## src/rtl/ide_dec_pkg.sv

```systemverilog
package ide_dec_pkg;
  typedef enum logic [1:0] {
    KIND_CMD  = 2'd0,
    KIND_CTL  = 2'd1,
    KIND_BM   = 2'd2,
    KIND_NONE = 2'd3
  } win_kind_e;

  typedef enum logic [1:0] {
    SZ_B1  = 2'd0,
    SZ_B2  = 2'd1,
    SZ_B4  = 2'd2,
    SZ_BAD = 2'd3
  } acc_size_e;

  localparam int NUM_WIN = 5;
  localparam int NUM_CH  = 2;

  // window index -> kind / fixed channel (bus-master channel comes from offset)
  function automatic win_kind_e win_kind(input int idx);
    case (idx)
      0, 2:    return KIND_CMD;
      1, 3:    return KIND_CTL;
      4:       return KIND_BM;
      default: return KIND_NONE;
    endcase
  endfunction

  function automatic logic win_chan(input int idx);
    return (idx == 2 || idx == 3);
  endfunction
endpackage

```

## src/rtl/ide_win_match.sv

```systemverilog
module ide_win_match #(
  parameter int ADDR_W = 16,
  parameter int OFS_W  = 4,
  parameter int SIZE   = 8
) (
  input  logic [ADDR_W-1:0] addr,
  input  logic [ADDR_W-1:0] base,
  output logic              hit,
  output logic [OFS_W-1:0]  ofs
);
  logic [ADDR_W-1:0] diff;

  always_comb begin
    diff = addr - base;
    hit  = (addr >= base) && ({1'b0, diff} < (ADDR_W+1)'(SIZE));
    ofs  = diff[OFS_W-1:0];
  end
endmodule

```

## src/rtl/ide_win_prio.sv

```systemverilog
module ide_win_prio #(
  parameter int N     = 5,
  parameter int OFS_W = 4,
  parameter int IDX_W = (N > 1) ? $clog2(N) : 1
) (
  input  logic [N-1:0]     hit,
  input  logic [OFS_W-1:0] ofs [N],
  output logic             any_hit,
  output logic [IDX_W-1:0] sel_idx,
  output logic [OFS_W-1:0] sel_ofs
);
  always_comb begin
    any_hit = |hit;
    sel_idx = '0;
    sel_ofs = '0;
    // walk from lowest priority up so the lowest index wins
    for (int i = N-1; i >= 0; i--) begin
      if (hit[i]) begin
        sel_idx = IDX_W'(i);
        sel_ofs = ofs[i];
      end
    end
  end
endmodule

```

## src/rtl/ide_dev_shadow.sv

```systemverilog
module ide_dev_shadow #(
  parameter int NCH = 2
) (
  input  logic           clk,
  input  logic           rst_n,
  input  logic           upd_en,
  input  logic           upd_chan,
  input  logic           upd_bit,
  output logic [NCH-1:0] dev_q
);
  logic [NCH-1:0] dev_d;

  always_comb begin
    dev_d = dev_q;
    for (int c = 0; c < NCH; c++) begin
      if (upd_en && (int'(upd_chan) == c)) dev_d[c] = upd_bit;
    end
  end

  always_ff @(posedge clk or negedge rst_n) begin
    if (!rst_n) dev_q <= '0;
    else if (upd_en) dev_q <= dev_d;
  end
endmodule

```

## src/rtl/ide_pio_decoder.sv

```systemverilog
module ide_pio_decoder
  import ide_dec_pkg::*;
#(
  parameter int ADDR_W     = 16,
  parameter int DATA_W     = 8,
  parameter int CMD_SIZE   = 8,
  parameter int CTL_SIZE   = 4,
  parameter int BM_SIZE    = 16,
  parameter int BM_CH1_OFS = 8,
  parameter int SEL_OFS    = 6,
  parameter int DEV_BIT    = 4,
  parameter int OFS_W      = $clog2((BM_SIZE > CMD_SIZE ? BM_SIZE : CMD_SIZE) > CTL_SIZE ?
                                    (BM_SIZE > CMD_SIZE ? BM_SIZE : CMD_SIZE) : CTL_SIZE)
) (
  input  logic              clk,
  input  logic              rst_n,
  input  logic              io_en,
  input  logic              bm_en,
  input  logic [ADDR_W-1:0] base_pcmd,
  input  logic [ADDR_W-1:0] base_pctl,
  input  logic [ADDR_W-1:0] base_scmd,
  input  logic [ADDR_W-1:0] base_sctl,
  input  logic [ADDR_W-1:0] base_bm,
  input  logic              req_valid,
  input  logic              req_write,
  input  logic [ADDR_W-1:0] req_addr,
  input  logic [1:0]        req_size,
  input  logic [DATA_W-1:0] req_wdata,
  output logic              rsp_valid,
  output logic              rsp_err,
  output logic              rsp_write,
  output logic [1:0]        rsp_size,
  output logic [1:0]        rsp_kind,
  output logic              rsp_chan,
  output logic [OFS_W-1:0]  rsp_offset,
  output logic [1:0]        rsp_drive
);
  localparam int IDX_W = $clog2(NUM_WIN);

  function automatic int win_size(input int idx);
    case (idx)
      0, 2:    return CMD_SIZE;
      1, 3:    return CTL_SIZE;
      default: return BM_SIZE;
    endcase
  endfunction

  logic [ADDR_W-1:0] base_arr [NUM_WIN];
  logic [NUM_WIN-1:0] hit;
  logic [OFS_W-1:0]   ofs_arr [NUM_WIN];

  assign base_arr[0] = base_pcmd;
  assign base_arr[1] = base_pctl;
  assign base_arr[2] = base_scmd;
  assign base_arr[3] = base_sctl;
  assign base_arr[4] = base_bm;

  for (genvar w = 0; w < NUM_WIN; w++) begin : g_win
    ide_win_match #(
      .ADDR_W(ADDR_W),
      .OFS_W (OFS_W),
      .SIZE  (win_size(w))
    ) u_match (
      .addr(req_addr),
      .base(base_arr[w]),
      .hit (hit[w]),
      .ofs (ofs_arr[w])
    );
  end

  logic             any_hit;
  logic [IDX_W-1:0] sel_idx;
  logic [OFS_W-1:0] sel_ofs;

  ide_win_prio #(
    .N    (NUM_WIN),
    .OFS_W(OFS_W),
    .IDX_W(IDX_W)
  ) u_prio (
    .hit    (hit),
    .ofs    (ofs_arr),
    .any_hit(any_hit),
    .sel_idx(sel_idx),
    .sel_ofs(sel_ofs)
  );

  // decode of the selected window
  win_kind_e  kind;
  logic       chan;
  logic       size_bad;
  logic       err_now;
  logic       accept;
  logic       sel_wr;
  logic       dev_bit;
  logic [NUM_CH-1:0] dev_q;

  always_comb begin
    kind = win_kind(int'(sel_idx));
    if (kind == KIND_BM) chan = (int'(sel_ofs) >= BM_CH1_OFS);
    else                 chan = win_chan(int'(sel_idx));
    size_bad = (req_size == SZ_BAD) || ((req_size == SZ_B4) && (kind != KIND_BM));
    err_now  = req_valid && (!any_hit || size_bad);
    accept   = req_valid && any_hit && !size_bad && io_en &&
               !(req_write && (kind == KIND_BM) && !bm_en);
    sel_wr   = accept && req_write && (kind == KIND_CMD) &&
               (int'(sel_ofs) == SEL_OFS);
    dev_bit  = sel_wr ? req_wdata[DEV_BIT] : dev_q[chan];
  end

  ide_dev_shadow #(
    .NCH(NUM_CH)
  ) u_shadow (
    .clk     (clk),
    .rst_n   (rst_n),
    .upd_en  (sel_wr),
    .upd_chan(chan),
    .upd_bit (req_wdata[DEV_BIT]),
    .dev_q   (dev_q)
  );

  // response registers: strobes every cycle, payload only on accept
  logic             valid_d, err_d;
  logic             write_d;
  logic [1:0]       size_d, kind_d, drive_d;
  logic             chan_d;
  logic [OFS_W-1:0] ofs_d;

  always_comb begin
    valid_d = accept;
    err_d   = err_now;
    write_d = req_write;
    size_d  = req_size;
    kind_d  = kind;
    chan_d  = chan;
    ofs_d   = sel_ofs;
    drive_d = {chan, dev_bit};
  end

  always_ff @(posedge clk or negedge rst_n) begin
    if (!rst_n) begin
      rsp_valid <= 1'b0;
      rsp_err   <= 1'b0;
    end else begin
      rsp_valid <= valid_d;
      rsp_err   <= err_d;
    end
  end

  always_ff @(posedge clk or negedge rst_n) begin
    if (!rst_n) begin
      rsp_write  <= 1'b0;
      rsp_size   <= '0;
      rsp_kind   <= '0;
      rsp_chan   <= 1'b0;
      rsp_offset <= '0;
      rsp_drive  <= '0;
    end else if (accept) begin
      rsp_write  <= write_d;
      rsp_size   <= size_d;
      rsp_kind   <= kind_d;
      rsp_chan   <= chan_d;
      rsp_offset <= ofs_d;
      rsp_drive  <= drive_d;
    end
  end
endmodule

```

## config.mk

```make
export PLATFORM = sky130hd
export DESIGN_NAME = ide_pio_decoder
export DESIGN_NICKNAME = d
export VERILOG_FILES = /design/src/rtl/ide_dec_pkg.sv /design/src/rtl/ide_win_match.sv /design/src/rtl/ide_win_prio.sv /design/src/rtl/ide_dev_shadow.sv /design/src/rtl/ide_pio_decoder.sv
export SDC_FILE = /design/constraint.sdc
export NUM_CORES = 1
export LEC_CHECK = 0
export ABC_AREA = 1
export BUFFER_PORTS_ARGS = -buffer_cell sky130_fd_sc_hd__buf_2
export CELL_PAD_IN_SITES_DETAIL_PLACEMENT = 1
export CELL_PAD_IN_SITES_GLOBAL_PLACEMENT = 2
export CORE_MARGIN = 5
export CORE_UTILIZATION = 26
export DETAILED_ROUTE_END_ITERATION = 8
export PLACE_DENSITY_LB_ADDON = 0.1
export SETUP_SLACK_MARGIN = 0.15
export SYNTH_ARGS = -nofsm -noshare
export SYNTH_HDL_FRONTEND = slang
export SYNTH_SLANG_ARGS = --single-unit
```

## constraint.sdc

```tcl
create_clock -name clk -period 1.04 [get_ports clk]
set_clock_uncertainty 0.2 [all_clocks]
set_input_delay 0.104 -clock clk [delete_from_list [all_inputs] [get_ports clk]]
set_output_delay 0.104 -clock clk [all_outputs]
set_load 0.005 [all_outputs]
```

==> results.yml, run 1 <==
power:
  p_comb_share_pct: 81.5
  ir_drop_mv: 0.440
  clkPwrFrac_pct: 10.5
  fin_total_pwr_mw: 7.42
  p_switching_mw: 3.61
  power.density_mw_per_mm2: 637
  p_leak_nw: 6.78
  power.internal_mw: 3.81
  swShare_pct: 48.6
  seq_power_share_pct: 7.9
synthesis:
  synth_top_area_share_pct: 26.3
  ys_seq_area_share_pct: 5.15
  synth_cell_types: 41
  ys_warn_count: 0
  synth_edf_count: 0
  netlist_area_mm2: 0.00729
  synthCells: 1404
  synth.avg_cell_area_um2: 5.19
  netlist_top_cells_count: "511 x nand2_1, 320 x inv_1, 117 x nand3_1"
  async_flop_share_pct: 100
  synth_area_leaders: "nand2_1 26%, inv_1 16%, ha_1 14%"
  synth_seq_cells: 15
  synthFlopType: "dfrtp_1"
  synth_most_common_cell: "nand2_1"
  synth_nets: 1601
  yosysTopAreaCell: "nand2_1"
die:
  chipHeight_um: 177
  num_rows: 61
  die_w_um: 177
  start_util_pct: 26.3
  io-pin-count: 126
  fp.dieArea_mm2: 0.0315
  fp.coreArea_mm2: 0.0277
drt:
  first_pass_iters: 4
  routedWlPerCell_um: 14.9
  viasPerCell: 4.42
  route.detailed.drc: 0
  vias: 9561
  drtIter0Drc: 291
  wirelength_um: 32200
  ant_nets: 0
finish:
  multi_input_area_mm2: 0.00673
  layout-drive-gt1-share_pct: 37.4
  design_area_mm2: 0.0117
  syn2layout_area_growth_pct: 59.9
  n_antenna_cell: 0
  n_fill_cell: 3788
  fin_util_pct: 42.1
  fin_nets: 1983
  regArea_um2: 375
run_status:
  status: "finished, violations left"
  violations: "hold timing, setup timing"
clock_network:
  cts_hold_buffers: 1
  cts_max_level: 1
  clk_pin_slew_ns: 0.05
  clock-sinks: 15
  cts_tree: "done"
  clockBufferDepth: 2
  cts_made_buffers: 3
  cts-root-buf: "clkbuf_16"
  clk_latency_ns: 0.25
worst_setup_path:
  worstSetupEndpointType: "flop"
  required_ns: 1.03
  cp.arrival_ns: 2.93
  path_max_fanout: 6
  critPathLaunchType: "input pin"
  rrSetupSlack_ns: -0.06
  path_class: "in -> reg"
grt:
  antenna_found_initial: 0
  grt_overflow: 0
  grt_max_degree: 16
  grt_first_pass_wirelength_um: 50300
  grt_pass1_vias: 9979
  globalRouteTotalUtil_pct: 19.9
timing:
  hold_viol: 5
  fin_crit_sh_pct: 283
  slew_violations: 0
  fin_ws_ns: -1.91
  finalSetupViolCount: 28
  hold_ws_ns: -0.0935
  relSlewSlack_pct: 74.8
  max_freq_mhz: 340
  rsz0062_at_grt: "yes"
  min_period_ns: 2.95
  worst_slew_pin_slew_ns: 0.375
hold_path:
  hold_path.class: "in -> reg"
place:
  dpl_cell_area_mm2: 0.0102
  port_buffers: 118
  gp_congestion: 0.824
  dp_hpwl_um: 27500
  pre_cts_ws_ns: -2.33
job:
  cap_viol_max_count: 0
cell usage in the layout (no fill, tap or decap), types with 9 or more instances in the layout:
master,netlist,layout
buf_2,0,106
nor2_4,5,11
nand4_1,31,31
buf_4,1,250
nand3b_1,23,23
nand3_2,4,22
o21ai_0,10,9
nand2_4,5,15
inv_2,10,19
dfrtp_1,15,15
nor2_2,13,38
nand2_1,511,454
a21oi_1,50,34
ha_1,80,35
buf_6,1,12
nand2_2,25,72
inv_1,320,308
ha_4,0,40
nor2_1,108,77
o21ai_2,7,10
a21oi_2,6,22
nand3_1,117,95
power groups by stage:
stage	combinational, mW	clock (mW)	sequential (mW)
4_1_cts	5.71	0.800	0.589
5_1_grt	6.77	0.837	0.589
6_report	6.05	0.783	0.589
3_5_place_dp	5.27	0	0.599
2_1_floorplan	2.93	0	0.599
3_3_place_gp	5.19	0	0.599
flip-flops by register name (all words and copies together) (netlist names):
signal and flops:
rsp_err 1, rsp_size 2, rsp_chan 1, rsp_valid 1, rsp_write 1, rsp_kind 2
u_shadow.dev_q 2, rsp_drive 1, rsp_offset 4
final timing paths:
check                             startpoint           endpoint  cells after the start
max                              req_addr[0]       rsp_drive[0]                     21
max in group asynchronous              rst_n  u_shadow.dev_q[1]                      2
max reg2reg                u_shadow.dev_q[0]       rsp_drive[0]                      5
min reg2reg                      rsp_size[1]        rsp_size[1]                      2
min in group asynchronous              rst_n            rsp_err                      2
min                              req_size[1]        rsp_size[1]                      3
logic make-up (layout without fill, tap and decap cells):
family          count (synthesis)  after routing  synth area share [%]
fa+ha+maj                      85             85                  15.1
flops                          15             15                  5.15
xor+xnor                        9              9                  1.08
buf+inv                       334            715                  17.4
simple gates                  873            873                  54.1
compound gates                 88             88                  7.18
worst max-delay path, stage by stage:
cell and delay, ns:
buf_8 0.11, inv_12 0.08, ha_4 0.13, inv_2 0.04, fa_2 0.39, nand3_4 0.11, buf_4 0.11, nand3b_1 0.07
nand2_1 0.07, nand3_1 0.09, nor3_2 0.28, nand4_4 0.24, nand2_4 0.17, nor2_4 0.07, nand3_2 0.09, nand3_4 0.12
buf_4 0.17, nor2_4 0.20, buf_6 0.14, nand3_1 0.07, nand2_1 0.07
through the flow:
stage	setup TNS [ns]	cells	hold WS, ns
6_report	-27.40	2163	-0.0935
4_1_cts	-26.06	2142	-0.0832
2_1_floorplan	-22.52	1404	-0.392
3_5_place_dp	-32.65	2111	-0.169
5_1_grt	-30.79	2163	-0.0732
3_3_place_gp	-32.26	2111	-0.175
layout make-up:
| cell class | instances | area share (%) |
|---|---|---|
| repair inverters | 1 | 0.0537 |
| multi-input cells | 1055 | 57.7 |
| repair buffers | 378 | 23.4 |
| flip-flops and latches | 15 | 3.22 |
| clock buffers | 4 | 0.676 |
| well taps | 378 | 4.06 |
| inverters | 332 | 10.9 |
per-layer routing:
metal	vias to the layer above	global-route usage, %	wire length [µm]
met5	-	0	0
li1	5071	-	-
met4	0	2.38	336
met2	100	37.9	16600
met1	4372	25.0	14500
met3	18	1.38	807
repair_timing:
action | 4_1_cts | 5_1_grt
setup endpoints to repair | 29 | 29
pin swaps | 36 | 69
cloned | 1 | 0
setup buffers | 25 | 21
resized for setup | 117 | 117
hold endpoints to repair | 20 | 5
Note: power is estimated with default switching activity, not from simulation.
==> run 2: changes to the inputs <==
- CORE_UTILIZATION: 26 -> 29
- clock period: 1.04 -> 3.1 ns (I/O delays scaled with it)
==> results.yml, run 2 (synthesis results as in run 1) <==
run_status:
  status: "finished, violations left"
  violations: "setup timing"
die:
  chipHeight_um: 169
  die_w_um: 169
  num_rows: 58
  fp.dieArea_mm2: 0.0284
  io-pin-count: 126
  start_util_pct: 29.2
  fp.coreArea_mm2: 0.0250
worst_setup_path:
  path_class: "in -> reg"
  rrSetupSlack_ns: 2.01
  rr_worst_depth: 5
  critPathLaunchType: "input pin"
  worstSetupEndpointType: "flop"
  cp.arrival_ns: 3.08
  r2r_start: "u_shadow.dev_q[0]"
  path_max_fanout: 6
  r2r_end: "rsp_drive[0]"
  required_ns: 3.02
timing:
  hold_viol: 0
  worst_slew_pin_slew_ns: 0.402
  rsz0062_at_grt: "yes"
  max_freq_mhz: 316
  min_period_ns: 3.16
  tns_ns: -0.331
  relSlewSlack_pct: 73.1
  finalSetupViolCount: 8
  slew_violations: 0
  fin_ws_ns: -0.0615
  hold_ws_ns: 0.130
  fin_crit_sh_pct: 102
drt:
  route.detailed.drc: 0
  ant_nets: 0
  first_pass_iters: 4
  drtIter0Drc: 267
  viasPerCell: 4.57
  routedWlPerCell_um: 14.8
  vias: 9525
  wirelength_um: 30900
finish:
  layout-drive-gt1-share_pct: 33.2
  largest_reg_flops: 4
  n_fill_cell: 3541
  n_antenna_cell: 0
  final_cell_mix: "472 x nand2_1, 310 x inv_1, 226 x buf_4, 104 x buf_2, 101 x nand3_1"
  fin_util_pct: 44.0
  syn2layout_area_growth_pct: 50.9
  fin_nets: 1951
  top_register: "rsp_offset"
  final_common_cell: "nand2_1"
hold_path:
  hold-path-endpoint: "rsp_size[1]"
  hold_depth: 3
  hold_path.class: "in -> reg"
  worst_hold_startpoint: "req_size[1]"
clock_network:
  clk_latency_ns: 0.24
  cts-root-buf: "clkbuf_16"
  cts_max_level: 1
  clockBufferDepth: 2
  clock-sinks: 15
  cts_tree: "done"
  cts_made_buffers: 3
  clk_pin_slew_ns: 0.05
grt:
  grt_pass1_vias: 9898
  grt_first_pass_wirelength_um: 48800
  antenna_found_initial: 0
  globalRouteTotalUtil_pct: 20.8
  grt_overflow: 0
  grt_max_degree: 16
power:
  p_leak_nw: 6.57
  seq_power_share_pct: 8.3
  p_comb_share_pct: 81.0
  power.internal_mw: 1.21
  clkPwrFrac_pct: 10.7
  ir_drop_mv: 0.159
  power.density_mw_per_mm2: 216
  swShare_pct: 48.9
  fin_total_pwr_mw: 2.37
  p_switching_mw: 1.16
place:
  dp_hpwl_um: 26800
  port_buffers: 118
  gp_congestion: 0.863
  pre_cts_ws_ns: -0.583
job:
  cap_viol_max_count: 0
-- run 2: timing repair --
item	CTS	global route
hold endpoints to repair	15	0
hold buffers	1	0
buffers inserted	5	9
pin swaps	25	49
gates resized for setup	78	114
endpoints found under the setup margin	15	15
-- run 2: worst max-delay path by stage --
stage	start	endpoint	slack [ns]
2_1_floorplan	req_addr[0]	u_shadow.dev_q[1]	0.15
3_3_place_gp	req_addr[7]	rsp_drive[0]	-0.48
3_5_place_dp	req_addr[7]	rsp_drive[0]	-0.58
4_1_cts	req_addr[0]	u_shadow.dev_q[0]	-0.03
5_1_grt	req_addr[0]	u_shadow.dev_q[1]	-0.26
6_report	req_addr[0]	rsp_offset[0]	-0.06
-- run 2: power by group through the flow --
stage                     Clock, mW  Combinational, mW  Sequential [mW]
final                         0.253               1.92            0.198
after global routing          0.261               2.15            0.198
after CTS                     0.255               1.82            0.198
after detailed placement          0               1.75            0.201
after global placement            0               1.71            0.201
after floorplan                   0              0.973            0.201
-- run 2: layout make-up --
class | count | area (µm²) | area share (%)
Sequential cell | 15 | 375 | 3.41
Multi-Input combinational cell | 1055 | 6380 | 58.0
Inverter | 332 | 1270 | 11.6
Tap cell | 330 | 413 | 3.76
Timing Repair Buffer | 347 | 2480 | 22.5
Clock buffer | 4 | 78.8 | 0.717
-- run 2: per-stage QoR --
step                      std cells  cell area, µm²
after global placement         2064           10000
after floorplan                1404            7330
final                          2083           11000
after global routing           2083           11000
after CTS                      2074           10400
after detailed placement       2064           10000
-- run 2: worst max-delay path, cell delays in order --
cell and delay (ns):
buf_8 0.08, inv_8 0.05, ha_4 0.17, fa_2 0.40, inv_2 0.09, nand3_2 0.08, nand2_2 0.10, nand2_2 0.07
nand2_4 0.08, nand2_2 0.05, nand2_2 0.07, nand3b_1 0.07, nor2_1 0.08, nand4_1 0.19, nor2_4 0.28, buf_4 0.16
buf_6 0.08, buf_4 0.10, nand3_2 0.09, nand3_4 0.14, nor2_8 0.06, buf_4 0.15, nor2_1 0.08, a31oi_1 0.05
-- run 2: metal layers --
layer  vias to the layer above  global-route usage, %  wire length [µm]
met3                        18                   1.10               537
met5                         -                      0                 0
li1                       5015                      -                 -
met1                      4386                   28.5             14900
met4                         0                   2.93               291
met2                       106                   37.2             15100
==> run 3: changes to the inputs <==
- SETUP_SLACK_MARGIN: 0.15 -> default
==> results.yml, run 3 (synthesis results as in run 1) <==
run_status:
  status: "finished, violations left"
  violations: "setup timing"
timing:
  finalSetupViolCount: 14
  max_freq_mhz: 299
  slew_violations: 0
  worst_slew_pin_slew_ns: 0.363
  tns_ns: -2.42
  fin_ws_ns: -0.246
  relSlewSlack_pct: 75.8
  rsz0062_at_grt: "yes"
  hold_viol: 0
  min_period_ns: 3.35
  fin_crit_sh_pct: 108
power:
  ir_drop_mv: 0.233
  p_leak_nw: 6.50
  power.density_mw_per_mm2: 214
worst_setup_path:
  cpMostUsedCell: "nand2_1"
  critPathBufInv: 4
  r2r_end: "rsp_drive[0]"
  r2r_start: "u_shadow.dev_q[0]"
  cp.arrival_ns: 3.28
  path_max_fanout: 3
  critPathLaunchType: "input pin"
  rrSetupSlack_ns: 1.99
  cpPeakStageDelay_ns: 0.34
  cp_top_family: "simple AND/OR/NAND/NOR gates"
  required_ns: 3.04
  path_class: "in -> reg"
  slowest_stage: "fa_2"
  worstSetupEndpointType: "flop"
  rr_worst_depth: 5
clock_network:
  clockBufferDepth: 2
  cts-root-buf: "clkbuf_16"
  clk_latency_ns: 0.25
  cts_tree: "done"
  cts_made_buffers: 3
  cts_max_level: 1
  clk_pin_slew_ns: 0.05
  clock-sinks: 15
finish:
  top_register: "rsp_offset"
  n_antenna_cell: 0
  n_fill_cell: 3583
  syn2layout_area_growth_pct: 43.2
  final_cell_mix: "473 x nand2_1, 314 x inv_1, 186 x buf_4, 112 x buf_2, 102 x nand3_1"
  fin_nets: 1926
  regArea_um2: 375
  final_common_cell: "nand2_1"
  layout-drive-gt1-share_pct: 28.9
  largest_reg_flops: 4
  multi_input_area_mm2: 0.00606
grt:
  grt_first_pass_wirelength_um: 47700
  grt_max_degree: 16
  grt_overflow: 0
  globalRouteTotalUtil_pct: 20.5
  grt_pass1_vias: 9533
  antenna_found_initial: 0
place:
  port_buffers: 118
  gp_congestion: 0.874
  pre_cts_ws_ns: -0.608
  dp_hpwl_um: 26400
die:
  die_w_um: 169
  num_rows: 58
  start_util_pct: 29.2
  io-pin-count: 126
  fp.dieArea_mm2: 0.0284
  chipHeight_um: 169
  fp.coreArea_mm2: 0.0250
hold_path:
  hold_path.class: "in -> reg"
  hold_depth: 3
  hold-path-endpoint: "rsp_size[1]"
  worst_hold_startpoint: "req_size[1]"
drt:
  viasPerCell: 4.61
  ant_nets: 0
  first_pass_iters: 4
  wirelength_um: 30500
  routedWlPerCell_um: 14.8
  drtIter0Drc: 258
  vias: 9484
  route.detailed.drc: 0
job:
  cap_viol_max_count: 0
[run 3: metrics by stage]
step,power (mW),area (µm²),hold slack (ns),utilization [%],std cells
after CTS,2.18,9980,0.128,40.0,2044
after floorplan,1.17,7290,-0.186,-,1404
final,2.23,10400,0.148,41.8,2058
after global placement,1.86,9680,0.0302,38.8,2029
after detailed placement,1.89,9680,0.0327,38.8,2029
after global routing,2.47,10400,0.164,41.8,2058
[run 3: worst max path at each step]
stage	start	endpoint	slack, ns	cells past startpoint
2_1_floorplan	req_addr[0]	u_shadow.dev_q[1]	0.01	25
3_3_place_gp	req_addr[0]	rsp_drive[0]	-0.53	24
3_5_place_dp	req_addr[0]	u_shadow.dev_q[1]	-0.61	26
4_1_cts	req_addr[0]	u_shadow.dev_q[1]	-0.26	25
5_1_grt	req_addr[0]	rsp_drive[0]	-0.52	27
6_report	req_addr[0]	rsp_drive[0]	-0.25	25
[run 3: area by class of cell]
class | count | area share [%]
clock buffer | 4 | 0.755
inverter | 332 | 12.0
multi-input combinational | 1055 | 58.0
sequential | 15 | 3.60
tap | 330 | 3.96
timing repair buffer | 321 | 21.5
timing repair inverter | 1 | 0.108
[run 3: worst min-delay path, cell delays in order]
cell,delay [ns]
buf_2,0.12
nand2_1,0.07
nand2_1,0.06
[run 3: repair_timing]
item | CTS | global route
hold endpoints to repair | 15 | 0
buffers inserted | 10 | 14
hold buffers | 1 | 0
pin swaps | 23 | 49
cloned | 0 | 1
endpoints found under the setup margin | 14 | 15
gates resized for setup | 32 | 104
[run 3: routing by layer]
layer	vias to the layer above	global-route usage, %	part of all wire [%]
li1	4973	-	-
met1	4350	28.6	47
met2	138	35.5	48
met3	23	1.54	3.4
met4	0	2.75	1.4
met5	-	0	0
[run 3: power by group]
group | switching, mW | total, mW | internal [mW]
clock | 0.0832 | 0.258 | 0.175
sequential | 0.000593 | 0.198 | 0.197
combinational | 1.03 | 1.78 | 0.752
